`src/rtl/lsa_pkg.sv`:
```
`timescale 1ns/1ps
package lsa_pkg;
  localparam int BYTE_W = 8;
  localparam int LANES  = 4;
  localparam int WORD_W = BYTE_W * LANES;
  localparam int OFF_W  = $clog2(LANES);

  typedef enum logic [3:0] {
    OP_NONE = 4'd0,
    OP_LDB  = 4'd1,
    OP_LDBU = 4'd2,
    OP_LDH  = 4'd3,
    OP_LDHU = 4'd4,
    OP_LDW  = 4'd5,
    OP_LDL  = 4'd6,
    OP_LDR  = 4'd7,
    OP_STB  = 4'd8,
    OP_STH  = 4'd9,
    OP_STW  = 4'd10,
    OP_STL  = 4'd11,
    OP_STR  = 4'd12
  } lsa_op_e;

  function automatic logic [BYTE_W-1:0] pick_lane(input logic [WORD_W-1:0] w,
                                                  input logic [OFF_W-1:0] k);
    logic [WORD_W-1:0] sh;
    sh = w >> (BYTE_W * k);
    return sh[BYTE_W-1:0];
  endfunction

  function automatic logic [WORD_W-1:0] ext_byte(input logic [BYTE_W-1:0] b,
                                                 input logic sgn);
    return {{(WORD_W-BYTE_W){sgn & b[BYTE_W-1]}}, b};
  endfunction

  function automatic logic [WORD_W-1:0] ext_half(input logic [2*BYTE_W-1:0] h,
                                                 input logic sgn);
    return {{(WORD_W-2*BYTE_W){sgn & h[2*BYTE_W-1]}}, h};
  endfunction

  // merge memory into the upper part of the old register
  function automatic logic [WORD_W-1:0] merge_load_left(input logic [WORD_W-1:0] old,
                                                        input logic [WORD_W-1:0] mem,
                                                        input logic [OFF_W-1:0] k);
    case (k)
      2'd0:    return mem;
      2'd1:    return {mem[23:0], old[7:0]};
      2'd2:    return {mem[15:0], old[15:0]};
      default: return {mem[7:0],  old[23:0]};
    endcase
  endfunction

  // merge the top of memory into the lower part of the old register
  function automatic logic [WORD_W-1:0] merge_load_right(input logic [WORD_W-1:0] old,
                                                         input logic [WORD_W-1:0] mem,
                                                         input logic [OFF_W-1:0] k);
    case (k)
      2'd0:    return {old[31:8],  mem[31:24]};
      2'd1:    return {old[31:16], mem[31:16]};
      2'd2:    return {old[31:24], mem[31:8]};
      default: return mem;
    endcase
  endfunction

  function automatic logic [WORD_W-1:0] merge_store_left(input logic [WORD_W-1:0] mem,
                                                         input logic [WORD_W-1:0] rv,
                                                         input logic [OFF_W-1:0] k);
    case (k)
      2'd0:    return rv;
      2'd1:    return {mem[31:24], rv[31:8]};
      2'd2:    return {mem[31:16], rv[31:16]};
      default: return {mem[31:8],  rv[31:24]};
    endcase
  endfunction

  function automatic logic [WORD_W-1:0] merge_store_right(input logic [WORD_W-1:0] mem,
                                                          input logic [WORD_W-1:0] rv,
                                                          input logic [OFF_W-1:0] k);
    case (k)
      2'd0:    return {rv[7:0],  mem[23:0]};
      2'd1:    return {rv[15:0], mem[15:0]};
      2'd2:    return {rv[23:0], mem[7:0]};
      default: return rv;
    endcase
  endfunction
endpackage

```
`src/rtl/lsa_addr_chk.sv`:
```
`timescale 1ns/1ps
module lsa_addr_chk
  import lsa_pkg::*;
(
  input  lsa_op_e          op,
  input  logic [OFF_W-1:0] off,
  output logic             half_misal,
  output logic             word_misal,
  output logic             err
);
  logic is_half, is_word;

  always_comb begin
    is_half = (op == OP_LDH) || (op == OP_LDHU) || (op == OP_STH);
    is_word = (op == OP_LDW) || (op == OP_STW);
  end

  assign half_misal = is_half & off[0];
  assign word_misal = is_word & (off != '0);
  assign err        = half_misal | word_misal;
endmodule

```
`src/rtl/lsa_load_fmt.sv`:
```
`timescale 1ns/1ps
module lsa_load_fmt
  import lsa_pkg::*;
(
  input  lsa_op_e           op,
  input  logic [OFF_W-1:0]  off,
  input  logic [WORD_W-1:0] mem,
  input  logic [WORD_W-1:0] old,
  output logic [WORD_W-1:0] data,
  output logic              is_load
);
  logic [BYTE_W-1:0]   lane_b;
  logic [2*BYTE_W-1:0] lane_h;

  assign lane_b = pick_lane(mem, off);
  assign lane_h = off[1] ? mem[WORD_W-1:2*BYTE_W] : mem[2*BYTE_W-1:0];

  always_comb begin
    is_load = 1'b1;
    case (op)
      OP_LDB:  data = ext_byte(lane_b, 1'b1);
      OP_LDBU: data = ext_byte(lane_b, 1'b0);
      OP_LDH:  data = ext_half(lane_h, 1'b1);
      OP_LDHU: data = ext_half(lane_h, 1'b0);
      OP_LDW:  data = mem;
      OP_LDL:  data = merge_load_left(old, mem, off);
      OP_LDR:  data = merge_load_right(old, mem, off);
      default: begin
        data    = '0;
        is_load = 1'b0;
      end
    endcase
  end
endmodule

```
`src/rtl/lsa_store_fmt.sv`:
```
`timescale 1ns/1ps
module lsa_store_fmt
  import lsa_pkg::*;
(
  input  lsa_op_e           op,
  input  logic [OFF_W-1:0]  off,
  input  logic [WORD_W-1:0] mem,
  input  logic [WORD_W-1:0] rv,
  output logic [WORD_W-1:0] data,
  output logic [LANES-1:0]  be,
  output logic              is_store
);
  logic [WORD_W-1:0] byte_rep;
  logic [WORD_W-1:0] half_rep;
  logic [LANES-1:0]  be_byte;
  logic [LANES-1:0]  be_half;

  for (genvar g = 0; g < LANES; g++) begin : g_lane
    assign byte_rep[g*BYTE_W +: BYTE_W] = rv[BYTE_W-1:0];
    assign be_byte[g] = (off == OFF_W'(g));
    assign be_half[g] = (off[1] == g[1]);
  end

  for (genvar h = 0; h < LANES/2; h++) begin : g_half
    assign half_rep[h*2*BYTE_W +: 2*BYTE_W] = rv[2*BYTE_W-1:0];
  end

  always_comb begin
    is_store = 1'b1;
    case (op)
      OP_STB: begin data = byte_rep; be = be_byte; end
      OP_STH: begin data = half_rep; be = be_half; end
      OP_STW: begin data = rv;       be = '1;      end
      OP_STL: begin data = merge_store_left(mem, rv, off);  be = '1; end
      OP_STR: begin data = merge_store_right(mem, rv, off); be = '1; end
      default: begin
        data     = '0;
        be       = '0;
        is_store = 1'b0;
      end
    endcase
  end
endmodule

```
`src/rtl/lsalign_top.sv`:
```
`timescale 1ns/1ps
module lsalign_top
  import lsa_pkg::*;
#(
  parameter int ADDR_W = 32
)(
  input  logic [3:0]        op_i,
  input  logic [ADDR_W-1:0] addr_i,
  input  logic [31:0]       mem_rdata_i,
  input  logic [31:0]       reg_val_i,
  output logic [31:0]       load_data_o,
  output logic [31:0]       store_data_o,
  output logic [3:0]        store_be_o,
  output logic [ADDR_W-1:0] mem_addr_o,
  output logic              addr_err_o
);
  lsa_op_e           op;
  logic [OFF_W-1:0]  off;
  logic              half_misal;
  logic              word_misal;
  logic              err;
  logic              is_load;
  logic              is_store;
  logic [WORD_W-1:0] ld_raw;
  logic [WORD_W-1:0] st_raw;
  logic [LANES-1:0]  be_raw;

  assign op  = lsa_op_e'(op_i);
  assign off = addr_i[OFF_W-1:0];

  lsa_addr_chk u_chk_addr (
    .op(op), .off(off), .half_misal(half_misal),
    .word_misal(word_misal), .err(err)
  );

  lsa_load_fmt u_load (
    .op(op), .off(off), .mem(mem_rdata_i), .old(reg_val_i),
    .data(ld_raw), .is_load(is_load)
  );

  lsa_store_fmt u_store (
    .op(op), .off(off), .mem(mem_rdata_i), .rv(reg_val_i),
    .data(st_raw), .be(be_raw), .is_store(is_store)
  );

  assign load_data_o  = err ? '0 : ld_raw;
  assign store_data_o = err ? '0 : st_raw;
  assign store_be_o   = err ? '0 : be_raw;
  assign addr_err_o   = err;
  assign mem_addr_o   = {addr_i[ADDR_W-1:OFF_W], {OFF_W{1'b0}}};
endmodule

```
`config.mk`:
```
export PLATFORM = sky130hd
export DESIGN_NAME = lsalign_top
export DESIGN_NICKNAME = d
export VERILOG_FILES = /design/src/rtl/lsa_pkg.sv /design/src/rtl/lsa_addr_chk.sv /design/src/rtl/lsa_load_fmt.sv /design/src/rtl/lsa_store_fmt.sv /design/src/rtl/lsalign_top.sv
export SDC_FILE = /design/constraint.sdc
export NUM_CORES = 1
export LEC_CHECK = 0
export BUFFER_PORTS_ARGS = -buffer_cell sky130_fd_sc_hd__clkbuf_2
export CORE_ASPECT_RATIO = 1.5
export CORE_MARGIN = 2
export CORE_UTILIZATION = 46
export DETAILED_ROUTE_END_ITERATION = 6
export GPL_ROUTABILITY_DRIVEN = 0
export PLACE_DENSITY_LB_ADDON = 0.12
export REMOVE_ABC_BUFFERS = 1
export SLEW_MARGIN = 20
export SYNTH_ARGS = -nofsm -noshare
export SYNTH_HDL_FRONTEND = slang
export SYNTH_SLANG_ARGS = --single-unit
```
`constraint.sdc`:
```
create_clock -name vclk -period 1.9
set_input_delay 0.285 -clock vclk [all_inputs]
set_output_delay 0.285 -clock vclk [all_outputs]
set_load 0.01 [all_outputs]
```
== Word-level counts from Yosys, hierarchy flattened ==
Cells that the tools add are included.

* Order comparisons: 0
* Add/subtract/negate cells: 0
* Div/mod/pow operators: 0
* Shift operators: 1
* Mux-type cells: 11
* Eq/ne operators: 15
* Multipliers: 0
* Bitwise operators: 4
* Reduce and logical (&&, ||, !) cells: 6

{| class="wikitable"
|+ Operators by type and width
! operator !! count
|-
| case mux 32 bit (3 select lines) || 4
|-
| case mux 32 bit (7 select lines) || 1
|-
| case mux 32 bit (5 select lines) || 1
|-
| two-way mux 32 bit || 2
|-
| right shift 32 x 5 -> 8 bit || 1
|-
| equality test 4 bit, second input constant || 5
|-
| equality test 4 x 3 -> 1 bit, second input constant || 4
|-
| two-way mux 16 bit || 1
|-
| case mux 4 bit (3 select lines) || 1
|-
| equality test 4 x 2 -> 1 bit, second input constant || 2
|-
| equality test 2 bit, second input constant || 2
|-
| equality test 4 x 1 -> 1 bit, second input constant || 1
|-
| two-way mux 4 bit || 1
|-
| logical OR 1 bit || 3
|-
| OR reduction 3 bit || 1
|-
| AND 1 bit || 2
|-
| equality test 2 x 1 -> 1 bit, second input constant || 1
|-
| logical NOT 2 bit || 1
|-
| nonzero test 2 bit || 1
|-
| inverter 1 bit || 1
|-
| bitwise OR 1 bit || 1
|}

* Bits in read-only memories: 0
* Bits in latches: 0
* Memories: 0
* Bits in writable memories: 0
* Bits in registers: 0
* Word-level logic and storage cells: 37
* Output and inout port bits: 101
* Input bits: 100

== Logic depth before layout (Yosys ltp) ==
* Depth in word-level cells: 6
* Gate-level depth with buffers: 8
* Depth with buffers taken out: 4

== Modules after synthesis ==
From an unflattened synthesis, not the netlist that was laid out.

* Cell total of the unflattened synthesis: 621
* Area, all modules: 4942.2 µm²

{| class="wikitable"
|+ By module, submodules not included
! module !! times used !! sequential area each (µm²) !! cells an instance !! area each (µm²)
|-
| lsa_load_fmt || 1 || 0.0 || 259 || 2147.1
|-
| lsa_store_fmt || 1 || 0.0 || 238 || 1960.6
|-
| lsalign_top || 1 || 0.0 || 108 || 719.4
|-
| lsa_addr_chk || 1 || 0.0 || 16 || 115.1
|}

== Worst setup path before layout ==
OpenSTA, ideal clock, no wires.

* Kind: input to output
* From: in addr_i[0]
* To: out store_data_o[10]
* Cell stages on the path: 6
* Required time: 1.615 ns
* Setup slack: -0.024 ns
* Arrival: 1.639 ns
* Path buffers: 3
* Cells stage by stage: buf_2 > buf_4 > buf_4 > mux4_2 > o21ai_0 > a31oi_1

* Longest elaborated chain between the ends: 4
* Elaborated cells on any way between the ends: 11
* Those cells by class: 2 x eq/ne; 4 x mux; 3 x bitwise; 2 x reduce/logical

{| class="wikitable"
|+ Ends and longest elaborated chain
! item !! line !! source
|-
| start: declaration || lsalign_top.sv:8 || <nowiki>input logic [ADDR_W-1:0] addr_i,</nowiki>
|-
| equality test 2 bit (tied with other cells) || lsa_pkg.sv:68, lsa_pkg.sv:79 ||
|-
| case mux 32 bit (3 select lines) (tied with other cells) || lsa_pkg.sv:79 || <nowiki>case (k)</nowiki>
|-
| case mux 32 bit (5 select lines) or bitwise OR 1 bit (tied branches) || lsa_store_fmt.sv:30, lsa_addr_chk.sv:20 ||
|-
| two-way mux 32 bit (*) || lsalign_top.sv:47 || <nowiki>assign store_data_o = err ? '0 : st_raw;</nowiki>
|-
| end: declaration || lsalign_top.sv:12 || <nowiki>output logic [31:0] store_data_o,</nowiki>
|}

Every way passes the cells marked *; elsewhere a longest branch is shown, timed or not.

== Final worst setup path ==
* From: in op_i[3]
* To: out load_data_o[26]

* Longest elaborated chain between the ends: 6
* Elaborated cells on any way between the ends: 17
* Those cells by class: 9 x eq/ne; 2 x mux; 3 x bitwise; 3 x reduce/logical

{| class="wikitable"
|+ Ends and longest elaborated chain
! item !! line !! source
|-
| start: declaration || lsalign_top.sv:7 || <nowiki>input logic [3:0] op_i,</nowiki>
|-
| equality test 4 x 2 -> 1 bit or equality test 4 x 3 -> 1 bit (tied branches) || - ||
|-
| logical OR 1 bit (2 in series) || lsa_addr_chk.sv:14 || <nowiki>is_half = (op == OP_LDH) || (op == OP_LDHU) || (op == OP_STH);</nowiki>
|-
| AND 1 bit || lsa_addr_chk.sv:18 || <nowiki>assign half_misal = is_half & off[0];</nowiki>
|-
| bitwise OR 1 bit || lsa_addr_chk.sv:20 || <nowiki>assign err = half_misal | word_misal;</nowiki>
|-
| two-way mux 32 bit (*) || lsalign_top.sv:46 || <nowiki>assign load_data_o = err ? '0 : ld_raw;</nowiki>
|-
| end: declaration || lsalign_top.sv:11 || <nowiki>output logic [31:0] load_data_o,</nowiki>
|}

Marked as above.

==> results.py <==
metrics = {
    "pwr": {
        "combPwrFrac_pct": 100.0,
        "seq_power_share_pct": 0,
        "sw_frac_of_total_pct": 51.1,
        "power.leakage_nw": 3.10,
        "power.internal_w": 0.000919,
        "power.switching_w": 0.000962,
        "p_clk_share_pct": 0,
        "pwr_density_cell_mw_per_mm2": 241,
        "vdd_drop_max_mv": 0.142,
    },
    "timing": {
        "max_slew_margin_pct": 64.8,
        "min_period_ns": 2.18,
        "worst_slack_ns": -0.282,
        "holdWs_ns": 0.570,
        "rsz0062_at_grt": "true",
        "hold_viol": 0,
        "worst_pin_slew_ns": 0.528,
        "final.setup.tns_ns": -9.26,
        "post-route-period-util_pct": 115,
        "fmax_ghz": 0.458,
        "final_max_slew_viol_count": 0,
        "setup_violations": 64,
    },
    "hold_path": {
        "hold_class": "in -> out",
        "min_from": "addr_i[2]",
        "worstHoldPathCells": 0,
    },
    "clock_network": {
        "cts_hold_buf": 0,
    },
    "status": {
        "violations": "design-rule violations, negative setup slack",
        "status": "complete, but fails checks",
    },
    "critical_path": {
        "startpoint_type": "input port",
        "critPathKind": "in -> out",
        "crit_fanout": 7,
        "crit_start": "op_i[3]",
        "cpMaxStageDelayCell": "a222oi_1",
        "worstPathCellList": "buf_8 -> buf_6 -> buf_12 -> nand2b_1 -> a211oi_4 -> buf_4 -> a222oi_1 -> a21oi_2 -> buf_2",
        "arrival_ns": 1.90,
        "required_ns": 1.62,
        "endpoint_kind": "primary output",
        "max_stage_delay_ns": 0.47,
    },
    "yosys": {
        "synth_top_family_by_area": "multiplexers",
        "synthAdderAreaFrac_pct": 0,
        "synth.area.mux_share_pct": 36.3,
        "seq_area_frac_synth_pct": 0,
        "netlist_area_mm2": 0.00461,
        "ys_types": 59,
        "yosysTopAreaCell": "mux4_2",
        "ys.warnings.count": 0,
        "yosysTopAreaCellShare_pct": 26.9,
        "synth_compound_area_share_pct": 33.8,
        "synthXorXnorAreaFrac_pct": 0.190,
        "syn_area_per_cell_um2": 7.97,
        "postSynthCellCount": 578,
        "yosys.area_share.simple_pct": 16.5,
        "synth.area.top_cells": "mux4_2, buf_4, a21oi_1, mux2i_1, a22oi_1",
    },
    "grt": {
        "grt_use_met2_pct": 60.6,
        "grtUsageMet3_pct": 13.2,
        "grtUsageMet1_pct": 51.8,
        "grt_pass1_wl_um": 35100,
        "grt_max_degree": 26,
        "gr-max-usage-layer": "met2",
        "grt_pass1_vias": 6377,
        "antenna_found_initial": 0,
        "grt_usage_pct": 41.2,
        "grt-ovfl-total": 0,
    },
    "finish": {
        "seqCellArea_um2": 0,
        "synthToLayoutAreaGrowth_pct": 69.3,
        "flops_and_latches": 0,
        "nets": 906,
        "num_antenna_cells": 0,
        "final_common_cell": "buf_4",
        "fin_cells": 919,
        "layout_common_cells": "buf_4, clkbuf_2, mux4_2",
        "final_cell_area_mm2": 0.00780,
        "nClkBuffers": 0,
        "drive_above_1_share_pct": 64.7,
    },
    "die": {
        "die_h_um": 127,
        "io_pins": 201,
        "start_util_pct": 47.3,
        "chipWidth_um": 85.7,
        "die-area_mm2": 0.0109,
        "num_rows": 44,
        "core-area_mm2": 0.00974,
    },
    "placement": {
        "post_dp_cell_area_mm2": 0.00602,
        "dp_hpwl_um": 15400,
        "dp_cells": 864,
        "io_buffers": 139,
    },
    "detailed_routing": {
        "drtAntennaViolNets": 0,
        "drt_pass1_iterations": 7,
        "avgRoutedWirePerCell_um": 28.8,
        "drc_errors": 12,
        "viasPerCell": 7.69,
        "wl_um": 26400,
        "drt_iter0_markers": 1088,
        "vias": 7069,
    },
    "run": {
        "maxCapViolCount": 0,
    },
}
## Yosys cell counts (all sizes together), types with 2 or more instances
library cell / number
a211oi: 27
a21oi: 67
a221oi: 12
a222oi: 9
a22o: 3
a22oi: 37
a2bb2oi: 3
a31oi: 16
and2: 12
and3: 3
and4bb: 2
buf: 74
clkbuf: 23
inv: 3
mux2: 10
mux2i: 32
mux4: 55
nand2: 47
nand2b: 2
nand3b: 2
nand4b: 2
nor2: 42
nor2b: 17
nor3: 6
nor4bb: 2
o211ai: 8
o21a: 6
o21ai: 20
o22ai: 7
o32a: 6
or2: 2
or3: 5
or3b: 2
## per-stage QoR
stage / worst slack, ns / util, % / power, W
final: -0.282 / 80.0 / 0.00188
after global routing: -0.300 / 80.0 / 0.00194
after CTS: -0.200 / 72.5 / 0.00160
after detailed placement: -0.383 / 61.8 / 0.00134
after global placement: -0.374 / 61.8 / 0.00131
after floorplan: -1.22 / - / 0.000611
## path summary, 6_finish.rpt
| check | endpoint | slack [ns] |
|---|---|---|
| setup / recovery | load_data_o[26] | -0.28 |
| hold / removal | mem_addr_o[2] | 0.57 |
## per-layer routing
layer / vias to the layer above / routed length, µm
met5: - / 45
met4: 2 / 2320
met3: 231 / 4220
met2: 810 / 11300
met1: 3269 / 8580
li1: 2757 / -
## worst max-delay path: cells and delay by family
kind            cells  cell delay, ns
compound gates      3            0.68
simple gates        1            0.29
buf+inv             5            0.62
## kinds of logic after synthesis
kind of cell,Yosys count
AO/OA/AOI/OAI,228
AND/OR/NAND/NOR,150
buffers and inverters,101
multiplexers,97
XOR/XNOR,1
other,1
## power by group through the flow
stage	registers, W	logic [W]	clock network (W)
after floorplan	0	0.000611	0
after global placement	0	0.00131	0
after detailed placement	0	0.00134	0
after CTS	0	0.00160	0
after global routing	0	0.00194	0
final	0	0.00188	0
## timing repair
item / in CTS / in global routing
gates cloned: 9 / 8
endpoints found under the setup margin: 65 / 64
buffers inserted: 17 / 26
resized for setup: 154 / 148
pin swaps: 47 / 56
## area by class of cell
class,count,area (µm²)
Multi-Input combinational cell,478,4740
Timing Repair Buffer,322,2900
Fill cell,552,1940
Tap cell,115,144
Inverter,4,16.3
Note: power is estimated with default switching activity, not from simulation.
